[config.mk]
export PLATFORM = sky130hd
export DESIGN_NAME = uart_regbank
export DESIGN_NICKNAME = d
export VERILOG_FILES = /design/src/rtl/uart_regbank.sv
export SDC_FILE = /design/constraint.sdc
export NUM_CORES = 1
export LEC_CHECK = 0
export BUFFER_PORTS_ARGS = -buffer_cell sky130_fd_sc_hd__buf_2
export CAP_MARGIN = 30
export CORE_MARGIN = 8
export CORE_UTILIZATION = 33
export CTS_CLUSTER_DIAMETER = 50
export DETAILED_ROUTE_END_ITERATION = 16
export PLACE_DENSITY = 0.59
export RECOVER_POWER = 25
export REMOVE_ABC_BUFFERS = 1
export SETUP_SLACK_MARGIN = 0.3
export SKIP_LAST_GASP = 1
export SYNTH_ARGS = -nofsm -noshare
export SYNTH_HDL_FRONTEND = slang
export SYNTH_SLANG_ARGS = --single-unit
[constraint.sdc]
create_clock -name clk -period 1.7 [get_ports clk]
set_input_delay 0.34 -clock clk [delete_from_list [all_inputs] [get_ports clk]]
set_output_delay 0.34 -clock clk [all_outputs]
set_load 0.02 [all_outputs]
[src/rtl/uart_regbank.sv]
module uart_regbank #(
  parameter int DW = 8
) (
  input  logic          clk,
  input  logic          rst_n,
  input  logic          cs_n,
  input  logic          rd_n,
  input  logic          wr_n,
  input  logic [2:0]    addr,
  input  logic [DW-1:0] wdata,
  output logic [DW-1:0] rd_data,
  input  logic [DW-1:0] stat_in,
  input  logic [DW-1:0] brg_probe,
  input  logic [DW-1:0] rx_hold,
  input  logic [DW-1:0] clk_probe,
  input  logic [DW-1:0] cnt_hi,
  input  logic [DW-1:0] cnt_lo,
  input  logic          lvl_txrdy,
  input  logic          lvl_txemt,
  input  logic          lvl_rxrdy,
  input  logic          lvl_pin,
  input  logic          pls_brk,
  input  logic          pls_cnt,
  input  logic          pls_pin,
  output logic [DW-1:0] mode1,
  output logic [DW-1:0] mode2,
  output logic [DW-1:0] clk_sel,
  output logic [DW-1:0] aux_ctl,
  output logic [DW-1:0] cnt_pre_hi,
  output logic [DW-1:0] cnt_pre_lo,
  output logic [DW-1:0] tx_hold,
  output logic          tx_load,
  output logic          irq_n
);
  localparam logic [3:0] CMD_PTR = 4'b0001;
  localparam logic [3:0] CMD_BRK = 4'b0101;
  localparam logic [3:0] CMD_CTR = 4'b1001;

  logic       wr_d, rd_d, ptr;
  logic       brk_chg, ctr_rdy, pin_chg;
  logic [7:0] imr;
  logic [7:0] isr;

  wire wr_on = !cs_n && !wr_n;
  wire rd_on = !cs_n && !rd_n;
  wire wr_go = wr_on && !wr_d;
  wire rd_go = rd_on && !rd_d;

  wire       cmd_go  = wr_go && (addr == 3'd2);
  wire [3:0] cmd     = wdata[DW-1:DW-4];
  wire       ptr_rst = cmd_go && (cmd == CMD_PTR);
  wire       brk_clr = cmd_go && (cmd == CMD_BRK);
  wire       ctr_clr = cmd_go && (cmd == CMD_CTR);
  wire       pin_clr = rd_go && (addr == 3'd5);

  assign isr = {1'b0, lvl_pin, pin_chg, ctr_rdy, brk_chg, lvl_rxrdy, lvl_txemt, lvl_txrdy};

  always_ff @(posedge clk or negedge rst_n) begin
    if (!rst_n) begin
      wr_d <= 1'b0;
      rd_d <= 1'b0;
    end else begin
      wr_d <= wr_on;
      rd_d <= rd_on;
    end
  end

  always_ff @(posedge clk or negedge rst_n) begin
    if (!rst_n)
      ptr <= 1'b0;
    else if (ptr_rst)
      ptr <= 1'b0;
    else if ((wr_go || rd_go) && addr == 3'd0)
      ptr <= 1'b1;
  end

  always_ff @(posedge clk or negedge rst_n) begin
    if (!rst_n) begin
      mode1      <= '0;
      mode2      <= '0;
      clk_sel    <= '0;
      aux_ctl    <= '0;
      cnt_pre_hi <= '0;
      cnt_pre_lo <= '0;
      tx_hold    <= '0;
      imr        <= '0;
      tx_load    <= 1'b0;
    end else begin
      tx_load <= 1'b0;
      if (wr_go) begin
        case (addr)
          3'd0: if (ptr) mode2 <= wdata; else mode1 <= wdata;
          3'd1: clk_sel <= wdata;
          3'd3: begin tx_hold <= wdata; tx_load <= 1'b1; end
          3'd4: aux_ctl <= wdata;
          3'd5: imr <= wdata[7:0];
          3'd6: cnt_pre_hi <= wdata;
          3'd7: cnt_pre_lo <= wdata;
          default: ;
        endcase
      end
    end
  end

  always_ff @(posedge clk or negedge rst_n) begin
    if (!rst_n) begin
      brk_chg <= 1'b0;
      ctr_rdy <= 1'b0;
      pin_chg <= 1'b0;
      irq_n   <= 1'b1;
    end else begin
      brk_chg <= pls_brk | (brk_chg & ~brk_clr);
      ctr_rdy <= pls_cnt | (ctr_rdy & ~ctr_clr);
      pin_chg <= pls_pin | (pin_chg & ~pin_clr);
      irq_n   <= ~|(isr & imr);
    end
  end

  always_comb begin
    rd_data = '0;
    if (rd_on) begin
      case (addr)
        3'd0: rd_data = ptr ? mode2 : mode1;
        3'd1: rd_data = stat_in;
        3'd2: rd_data = brg_probe;
        3'd3: rd_data = rx_hold;
        3'd4: rd_data = clk_probe;
        3'd5: rd_data = isr;
        3'd6: rd_data = cnt_hi;
        default: rd_data = cnt_lo;
      endcase
    end
  end
endmodule

==> reports/qor.txt, run 1 <==
Comb pwr share = 30.4%
CP Class = reg2out
first-pass GRT wire length = 18,200 um
Worst Reg-to-Reg Cells = 3
Worst Max-Slew Pin Slew = 800 ps
hold path cells = 2
Pre-Repair DR Iteration Count = 4
syn avg cell area = 12.6 um2
GRT Overall Usage = 17.7%
area grow syn2layout = 51.9%
Placed Cells = 575
f_max = 478 MHz
IO Count = 137
fin worst setup slack = -392 ps
routability-driven placement congestion ratio = 0.859
Clock power frac = 28.1%
H-tree levels = 3
maximum vdd drop = 0.680 mV
Hold Violations, Final = 0
Die Area = 13,700 um2
M3 GR Usage = 6.62%
Final setup viols = 8
Root Driver = clkbuf_8
clock skew = 7.43 ps
Slew HR = 46.7%
antenna violations before repair = 2
clk slew on worst S/H paths = 70 ps
clk_lat worst skew = 340 ps
RSZ-0062 raised after global routing = yes
via-per-instance ratio = 5.13
Sw Pwr = 1660 uW
Internal Power = 3620 uW
Post-Layout Cell Count = 598
Critical Path Fanout Max = 8
Power Density = 1030 nW/um2
DP Worst Slack = -277 ps
Reg-to-Reg Start = wr_d
fill cell count = 937
DP HPWL = 8990 um
WHS Endpoint = pin_chg
critical path capture point type = primary output
Sum Neg Setup Slack = -2900 ps
# DRC = 0
I/O Buffers = 136
Std-Cell Rows = 37
Power Total = 5280 uW
register share of total power = 41.5%
Critical Path RT = 1360 ps
Routed WL per cell = 20.1 um
met1 Use GR = 22.0%
Switching Fraction = 31.4%
total wire length = 12,000 um
TritonCTS Buffers = 9
Hold Crit Start = pls_pin
core area = 10,100 um2
DP Area = 4590 um2
post-synthesis sequential area ratio = 52.6%
Synth Cell Area = 3380 um2
via total after detailed routing = 3,066
CTS tree = yes
design area = 5130 um2
Sink Count = 71
Post-Syn Instances = 268
Hold/Removal Path Class = in2reg
DRT iter0 DRCs = 194
nets = 528
die height = 117 um
Critical Path Start Type = flip-flop
Max Slew Vio Count = 0
post-layout minimum cycle time = 2090 ps
busiest grt layer = met2
largest net degree at the start of global routing = 43
Post-DRT Antenna Nets = 0
reg2reg end = ctr_rdy
run status = finished, violations left
remaining global-route overflow = 0
layout cell share with drive strength beyond 1 = 65.4%
worst reg2reg setup slack = 20 ps
met2 GRT Util = 27.5%
vias in the first global route = 3,302
Starting Density = 33.3%
max-cap viol count = 0
fin crit share = 123%
chip width = 117 um
synth warn = 0
number of library cell types mapped by synthesis = 33
LEAKAGE = 0.00256 uW
n_diodes = 0
Longest Clk Path Bufs = 2
CP arrival = 1750 ps
#FFs+latches synth = 71
violated checks = negative setup slack
==> how the worst max path moves through the flow <==
stage             from         end  depth (start not counted)
2_1_floorplan  addr[2]  rd_data[0]                          3
3_3_place_gp   addr[0]  rd_data[3]                          7
3_5_place_dp   addr[0]  rd_data[3]                          7
4_1_cts            ptr  rd_data[1]                          5
5_1_grt            ptr  rd_data[2]                          5
6_report           ptr  rd_data[7]                          5
==> power groups by stage <==
stage	combinational [uW]	clock [uW]	sequential, uW
floorplan	434	0	2550
global placement	1490	0	2210
detailed placement	1510	0	2220
CTS	1610	1530	2200
global route	1720	1610	2230
finish	1600	1480	2190
==> through the flow <==
| step | hold WS, ps | utilization, % |
|---|---|---|
| floorplan | 44.4 | - |
| global placement | 292 | 45.3 |
| detailed placement | 306 | 45.3 |
| CTS | 163 | 50.2 |
| global route | 175 | 50.6 |
| finish | 175 | 50.6 |
==> registers in the layout, indices dropped and copies added (netlist names) <==
| signal | flops |
|---|---|
| tx_hold | 8 |
| irq_n | 1 |
| mode1 | 8 |
| tx_load | 1 |
| ctr_rdy | 1 |
| mode2 | 8 |
| aux_ctl | 8 |
| clk_sel | 8 |
| brk_chg | 1 |
| imr | 7 |
| rd_d | 1 |
| pin_chg | 1 |
| cnt_pre_lo | 8 |
| cnt_pre_hi | 8 |
| ptr | 1 |
| wr_d | 1 |
==> repair_timing <==
item / in CTS / in global routing
pin swaps: 12 / 7
setup buffers: 4 / 1
cloned: 1 / 0
endpoints found under the hold margin: 28 / 0
gates resized for setup: 53 / 12
endpoints found under the setup margin: 75 / 79
hold buffers: 1 / 0
==> layout by cell type, fill, tap and decap left out, types with 2 or more instances in the layout <==
master,netlist,routed
or4b_1,3,2
clkinv_2,0,3
nor3_4,0,2
buf_4,2,46
a32oi_1,7,7
clkbuf_8,0,10
nor2b_1,3,3
a211oi_2,0,8
nor3_1,4,2
dfrtp_1,70,69
nand3_2,0,2
nand3_4,0,2
bufinv_16,0,2
a31oi_1,8,8
nor4_4,0,2
nor2_1,11,11
buf_6,0,14
mux2_4,0,12
or3_1,7,7
a21oi_1,9,9
a21o_1,2,2
o21ai_0,9,9
nand2_4,0,2
a22oi_1,2,2
nor4bb_1,14,14
buf_12,0,3
buf_2,1,127
mux2_2,71,59
inv_1,4,4
==> kinds of logic after synthesis <==
family / Yosys count / share of synthesized area [%]
muxes: 72 / 24.0
buffers and inverters: 20 / 2.48
AOI/OAI and AO/OA: 48 / 9.45
DFF: 71 / 52.6
and+or+nand+nor: 57 / 11.4
==> critical path, stage by stage (launching register included) <==
cell and delay, ps:
dfrtp_2 490, buf_6 160, mux2_4 300, o211ai_1 190, a211oi_2 100, buf_4 170
==> layer usage <==
layer | vias to the layer above | share of wire, %
met2 | 143 | 44
li1 | 1398 | -
met5 | - | 0.18
met3 | 25 | 11
met4 | 4 | 2.4
met1 | 1496 | 42
==> synthesized netlist by cell type <==
master / number / area [um2]
a21o_1: 2 / 15.0
buf_2: 1 / 5.00
inv_1: 4 / 15.0
o211ai_1: 1 / 7.51
nor4_2: 1 / 12.5
o21ai_0: 9 / 45.0
nor3_1: 4 / 20.0
a222oi_1: 1 / 10.0
a21oi_1: 9 / 45.0
mux2i_1: 1 / 10.0
a211oi_1: 8 / 60.1
nor2_1: 11 / 41.3
a32oi_1: 7 / 61.3
nand3_1: 5 / 25.0
a32o_1: 1 / 10.0
or4b_1: 3 / 30.0
nand2b_1: 2 / 12.5
and3_1: 2 / 12.5
or3_1: 7 / 43.8
a31oi_1: 8 / 50.1
dfstp_2: 1 / 26.3
nor4bb_1: 14 / 140
nand2_1: 2 / 7.51
mux2_2: 71 / 800
nor3b_1: 1 / 7.51
dfrtp_1: 70 / 1750
buf_4: 2 / 15.0
buf_1: 1 / 3.75
nand4b_1: 1 / 8.76
nor2b_1: 3 / 18.8
nor4_1: 1 / 6.26
clkbuf_1: 12 / 45.0
a22oi_1: 2 / 15.0
==> cell type report <==
| type | instances | area, um2 | area share (%) |
|---|---|---|---|
| multi-input combinational | 177 | 1710 | 33.4 |
| timing repair buffer | 194 | 1230 | 24.0 |
| clock inverter | 6 | 83.8 | 1.63 |
| clock buffer | 10 | 138 | 2.68 |
| inverter | 4 | 15.0 | 0.293 |
| tap | 136 | 170 | 3.32 |
| sequential | 71 | 1780 | 34.7 |
No activity file was read; power rests on OpenSTA's default activity.
==> run 2, diff against run 1 <==
Settings changed: PLACE_DENSITY 0.59 to 0.57.
Clock period 1.7 ns to 2.6 ns, I/O delays scaled along.
==> run 2 against run 1 <==
Against the previous run:
- the flow finishes with violations (max-capacitance violations, max-slew violations)
- clock skew is 2.1 ps higher
- clock power is 40% lower
- worst hold slack better by 180 ps
- final cell count is 7.5% lower
- power is 38% lower
- die area stayed put
- sequential power is 35% lower
- non-clock buffer count is 45 lower
- worst setup slack better by 660 ps
- first-iteration DRC count is 24% lower
- critical path type unchanged
- largest cell class unchanged
==> reports/qor.txt, run 2 (same netlist as run 1, synthesis figures left out) <==
run status = finished, violations left
violated checks = max-capacitance violations, max-slew violations
LEAKAGE = 0.00219 uW
Slew HR = -1.55%
CP arrival = 1810 ps
n_diodes = 0
Std-Cell Rows = 37
Pre-Repair DR Iteration Count = 4
core area = 10,100 um2
remaining global-route overflow = 0
Util after Layout = 44.5%
WHS Endpoint = ctr_rdy
CTS tree = yes
most common cell after layout, fill and taps aside = buf_2
Hold/Removal Path Class = in2reg
Critical Path RT = 2080 ps
DP HPWL = 8430 um
clock skew = 9.57 ps
Starting Density = 33.3%
worst reg2reg setup slack = 860 ps
# DRC = 0
via-per-instance ratio = 5.23
Routed WL per cell = 20.6 um
CP Class = reg2out
maximum vdd drop = 0.475 mV
Reg-to-Reg Start = wr_d
largest net degree at the start of global routing = 45
first-pass GRT wire length = 17,000 um
max-cap viol count = 1
Critical Path Fanout Max = 7
Stages on worst setup path = 5
top cell family by delay on the critical path = flip-flops
Sink Count = 71
routability-driven placement congestion ratio = 0.834
Die Area = 13,700 um2
I/O Buffers = 136
layout cell share with drive strength beyond 1 = 59.2%
Max Slew Vio Count = 29
critical path cell sequence = buf_4 -> mux2_2 -> a211oi_2 -> a31oi_1 -> buf_2
TritonCTS Buffers = 9
area grow syn2layout = 33.6%
clk_lat worst skew = 340 ps
nets = 483
IO Count = 137
Longest Clk Path Bufs = 2
Root Driver = clkbuf_8
Met2 Wirelength = 5140 um
Crit path buffers/inverters = 2
antenna violations before repair = 3
chip width = 117 um
via total after detailed routing = 2,892
Post-DRT Antenna Nets = 0
top sig layer = met5
met1 wire length = 4780 um
f_max = 429 MHz
Power Density = 720 nW/um2
die height = 117 um
Critical Path Start Type = flip-flop
met3 wire len = 1270 um
post-layout minimum cycle time = 2330 ps
Hold Crit Start = pls_cnt
Final setup viols = 0
clk slew on worst S/H paths = 80 ps
CP max stage cell = dfrtp_2
Hold Violations, Final = 0
H-tree levels = 3
RSZ-0062 raised after global routing = yes
commonest non-fill, non-tap cells in the layout = buf_2, mux2_2, dfrtp_1, buf_4, nor4bb_1
critical path's largest stage delay = 460 ps
critical path capture point type = primary output
Worst Max-Slew Pin Slew = 1520 ps
vias in the first global route = 3,038
hold-fix buffer count after cts = 0
Worst Reg-to-Reg Cells = 3
total wire length = 11,400 um
hold path cells = 2
Sum Neg Setup Slack = 0 ps
fin crit share = 89.6%
GRT Overall Usage = 16.8%
DRT iter0 DRCs = 148
reg2reg end = ctr_rdy
-- run 2: cell types whose count changed in the layout (fill, tap and decap cells not counted), moves of 3 or more --
cell        previous run  this run
buf_4                 46        14
buf_6                 14         0
mux2_2                59        71
mux2_4                12         0
buf_2                127       132
buf_12                 3         0
clkinv_2               3         0
clkinvlp_4             0         3
nand3_1                1         4
-- run 2: area by class of cell --
| cell class | count | area (um2) |
|---|---|---|
| timing repair buffer | 149 | 781 |
| inverter | 4 | 15.0 |
| clock inverter | 6 | 70.1 |
| sequential | 71 | 1780 |
| tap | 136 | 170 |
| clock buffer | 10 | 128 |
| fill | 998 | 5630 |
| multi-input combinational | 177 | 1570 |
-- run 2: how the worst max path moves through the flow --
stage / slack (ps) / end / from
after floorplan: 500 / rd_data[0] / addr[2]
after CTS: 250 / rd_data[7] / ptr
after global routing: 180 / rd_data[7] / cs_n
after detailed placement: 80 / rd_data[6] / addr[1]
final: 270 / rd_data[6] / ptr
after global placement: 150 / rd_data[6] / addr[1]
-- run 2: metal layers --
| metal | GRT usage, % | up-vias |
|---|---|---|
| li1 | - | 1306 |
| met1 | 21.1 | 1425 |
| met2 | 25.8 | 131 |
| met3 | 6.72 | 24 |
| met4 | 5.03 | 6 |
| met5 | 0 | - |
-- run 2: what timing repair did --
action                     in CTS  in global routing
setup buffers                   1                  1
resized for setup              10                  5
pin swaps                       2                  1
gates cloned                    0                  0
setup endpoints to repair       8                  8
-- run 2: per-stage QoR --
stage                     total power (uW)  cell area [um2]  cells  setup slack, ps  hold slack, ps
after floorplan                       1950             3310    252              500             224
after CTS                             3300             4500    552              253             204
final                                 3250             4510    553              270             350
after global placement                2360             4250    535              147             484
after global routing                  3420             4510    553              182             339
after detailed placement              2380             4250    535             83.8             487
-- run 2: power by group --
| group | internal (uW) | switching (uW) | total (uW) |
|---|---|---|---|
| clock | 448 | 442 | 891 |
| sequential | 1320 | 109 | 1430 |
| combinational | 394 | 537 | 932 |
| total | 2160 | 1090 | 3250 |
==> run 3, diff against run 2 <==
Settings changed: SKIP_CTS_REPAIR_TIMING set to 1.
Clock period 2.6 ns to 2.9 ns, I/O delays scaled along.
==> run 3 against run 2 <==
Against the previous run:
- the run still ends with max-capacitance violations, max-slew violations left
- worst hold slack better by 63 ps
- final cell count is 0.72% lower
- register-to-register slack better by 230 ps
- highest routed layer unchanged
==> reports/qor.txt, run 3 (same netlist as run 1, synthesis figures left out) <==
Reg-to-Reg Start = wr_d
total wire length = 11,400 um
routability-driven placement congestion ratio = 0.916
area grow syn2layout = 33.4%
Sum Neg Setup Slack = 0 ps
die height = 117 um
Routed WL per cell = 20.7 um
Critical Path Fanout Max = 19
Starting Density = 33.3%
nets = 477
top sig layer = met5
IO Count = 137
Critical Path Start Type = input pin
Post-DRT Antenna Nets = 0
CP Class = in2out
vias in the first global route = 3,112
CP startpoint = addr[1]
Sink Count = 71
# DRC = 0
Final setup viols = 0
reg2reg end = tx_hold[3]
clk_lat worst skew = 350 ps
remaining global-route overflow = 0
WHS Endpoint = pin_chg
maximum vdd drop = 0.431 mV
Met2 Wirelength = 5130 um
DRT iter0 DRCs = 227
CTS tree = yes
via-per-instance ratio = 5.18
post-layout minimum cycle time = 2460 ps
Root Driver = clkbuf_8
CP arrival = 1880 ps
commonest non-fill, non-tap cells in the layout = buf_2, mux2_2, dfrtp_1, nor4bb_1, nor2_1
antenna violations before repair = 4
DP Area = 4220 um2
Hold Violations, Final = 0
design area = 4510 um2
layout cell share with drive strength beyond 1 = 56.7%
clk slew on worst S/H paths = 70 ps
fin crit share = 85.0%
Die Area = 13,700 um2
violated checks = max-capacitance violations, max-slew violations
via total after detailed routing = 2,845
fill cell count = 993
Critical Path RT = 2320 ps
H-tree levels = 3
met3 wire len = 1400 um
Util after Layout = 44.4%
Power Total = 3130 uW
Max Slew Vio Count = 27
I/O Buffers = 136
chip width = 117 um
max-cap viol count = 1
worst reg2reg setup slack = 1090 ps
f_max = 406 MHz
LEAKAGE = 0.00219 uW
most common cell after layout, fill and taps aside = buf_2
hold path cells = 2
DP HPWL = 8590 um
first-pass GRT wire length = 17,100 um
Worst Reg-to-Reg Cells = 3
critical path capture point type = primary output
Placed Cells = 531
largest net degree at the start of global routing = 46
Hold Crit Start = pls_pin
met1 wire length = 4650 um
Longest Clk Path Bufs = 2
GRT Overall Usage = 16.9%
run status = finished, violations left
Std-Cell Rows = 37
Power Density = 696 nW/um2
Pre-Repair DR Iteration Count = 4
clock skew = 8.74 ps
TritonCTS Buffers = 9
RSZ-0062 raised after global routing = no
Post-Layout Cell Count = 549
core area = 10,100 um2
Worst Max-Slew Pin Slew = 1540 ps
Slew HR = -2.45%
Hold/Removal Path Class = in2reg
## run 3: cell types whose count changed in the layout (fill, tap and decap cells not counted), moves of 2 or more
cell,previous run,this run
a211oi_1,0,8
a211oi_2,8,0
buf_4,14,6
bufinv_16,1,4
clkinvlp_4,3,1
diode_2,0,2
## run 3: area by class of cell
class	count	area [um2]	area share (%)
Multi-Input combinational cell	177	1530	34.0
Clock buffer	10	128	2.83
Antenna cell	2	5.00	0.111
Sequential cell	71	1780	39.5
Timing Repair Buffer	143	746	16.6
Clock inverter	6	133	2.94
Inverter	4	15.0	0.333
Tap cell	136	170	3.78
## run 3: critical path, cell delays in order
cell and delay (ps):
clkbuf_4 230, buf_4 250, nor4bb_1 320, a211oi_1 90, a31oi_1 210, buf_2 190
## run 3: report_power, final
part           leakage, uW  switching, uW  total (uW)  internal, uW
logic              0.00119            479         827           348
clock network     0.000126            373        1030           657
registers         0.000880           96.2        1280          1180
## run 3: per-stage QoR
stage / hold WS, ps / setup WS [ps]
2_1_floorplan: 284 / 680
3_3_place_gp: 485 / 204
3_5_place_dp: 488 / 186
4_1_cts: 252 / 179
5_1_grt: 404 / 281
6_report: 413 / 436
## run 3: worst max path at each step
stage,endpoint,slack [ps],depth (start not counted)
6_report,rd_data[5],440,6
3_5_place_dp,rd_data[4],190,5
5_1_grt,rd_data[7],280,5
3_3_place_gp,rd_data[4],200,5
2_1_floorplan,rd_data[0],680,3
4_1_cts,rd_data[4],180,5
## run 3: per-layer routing
metal	track usage (%)	vias up
met5	0	-
met4	7.08	4
met3	6.93	19
met2	26.5	132
met1	20.1	1392
li1	-	1298
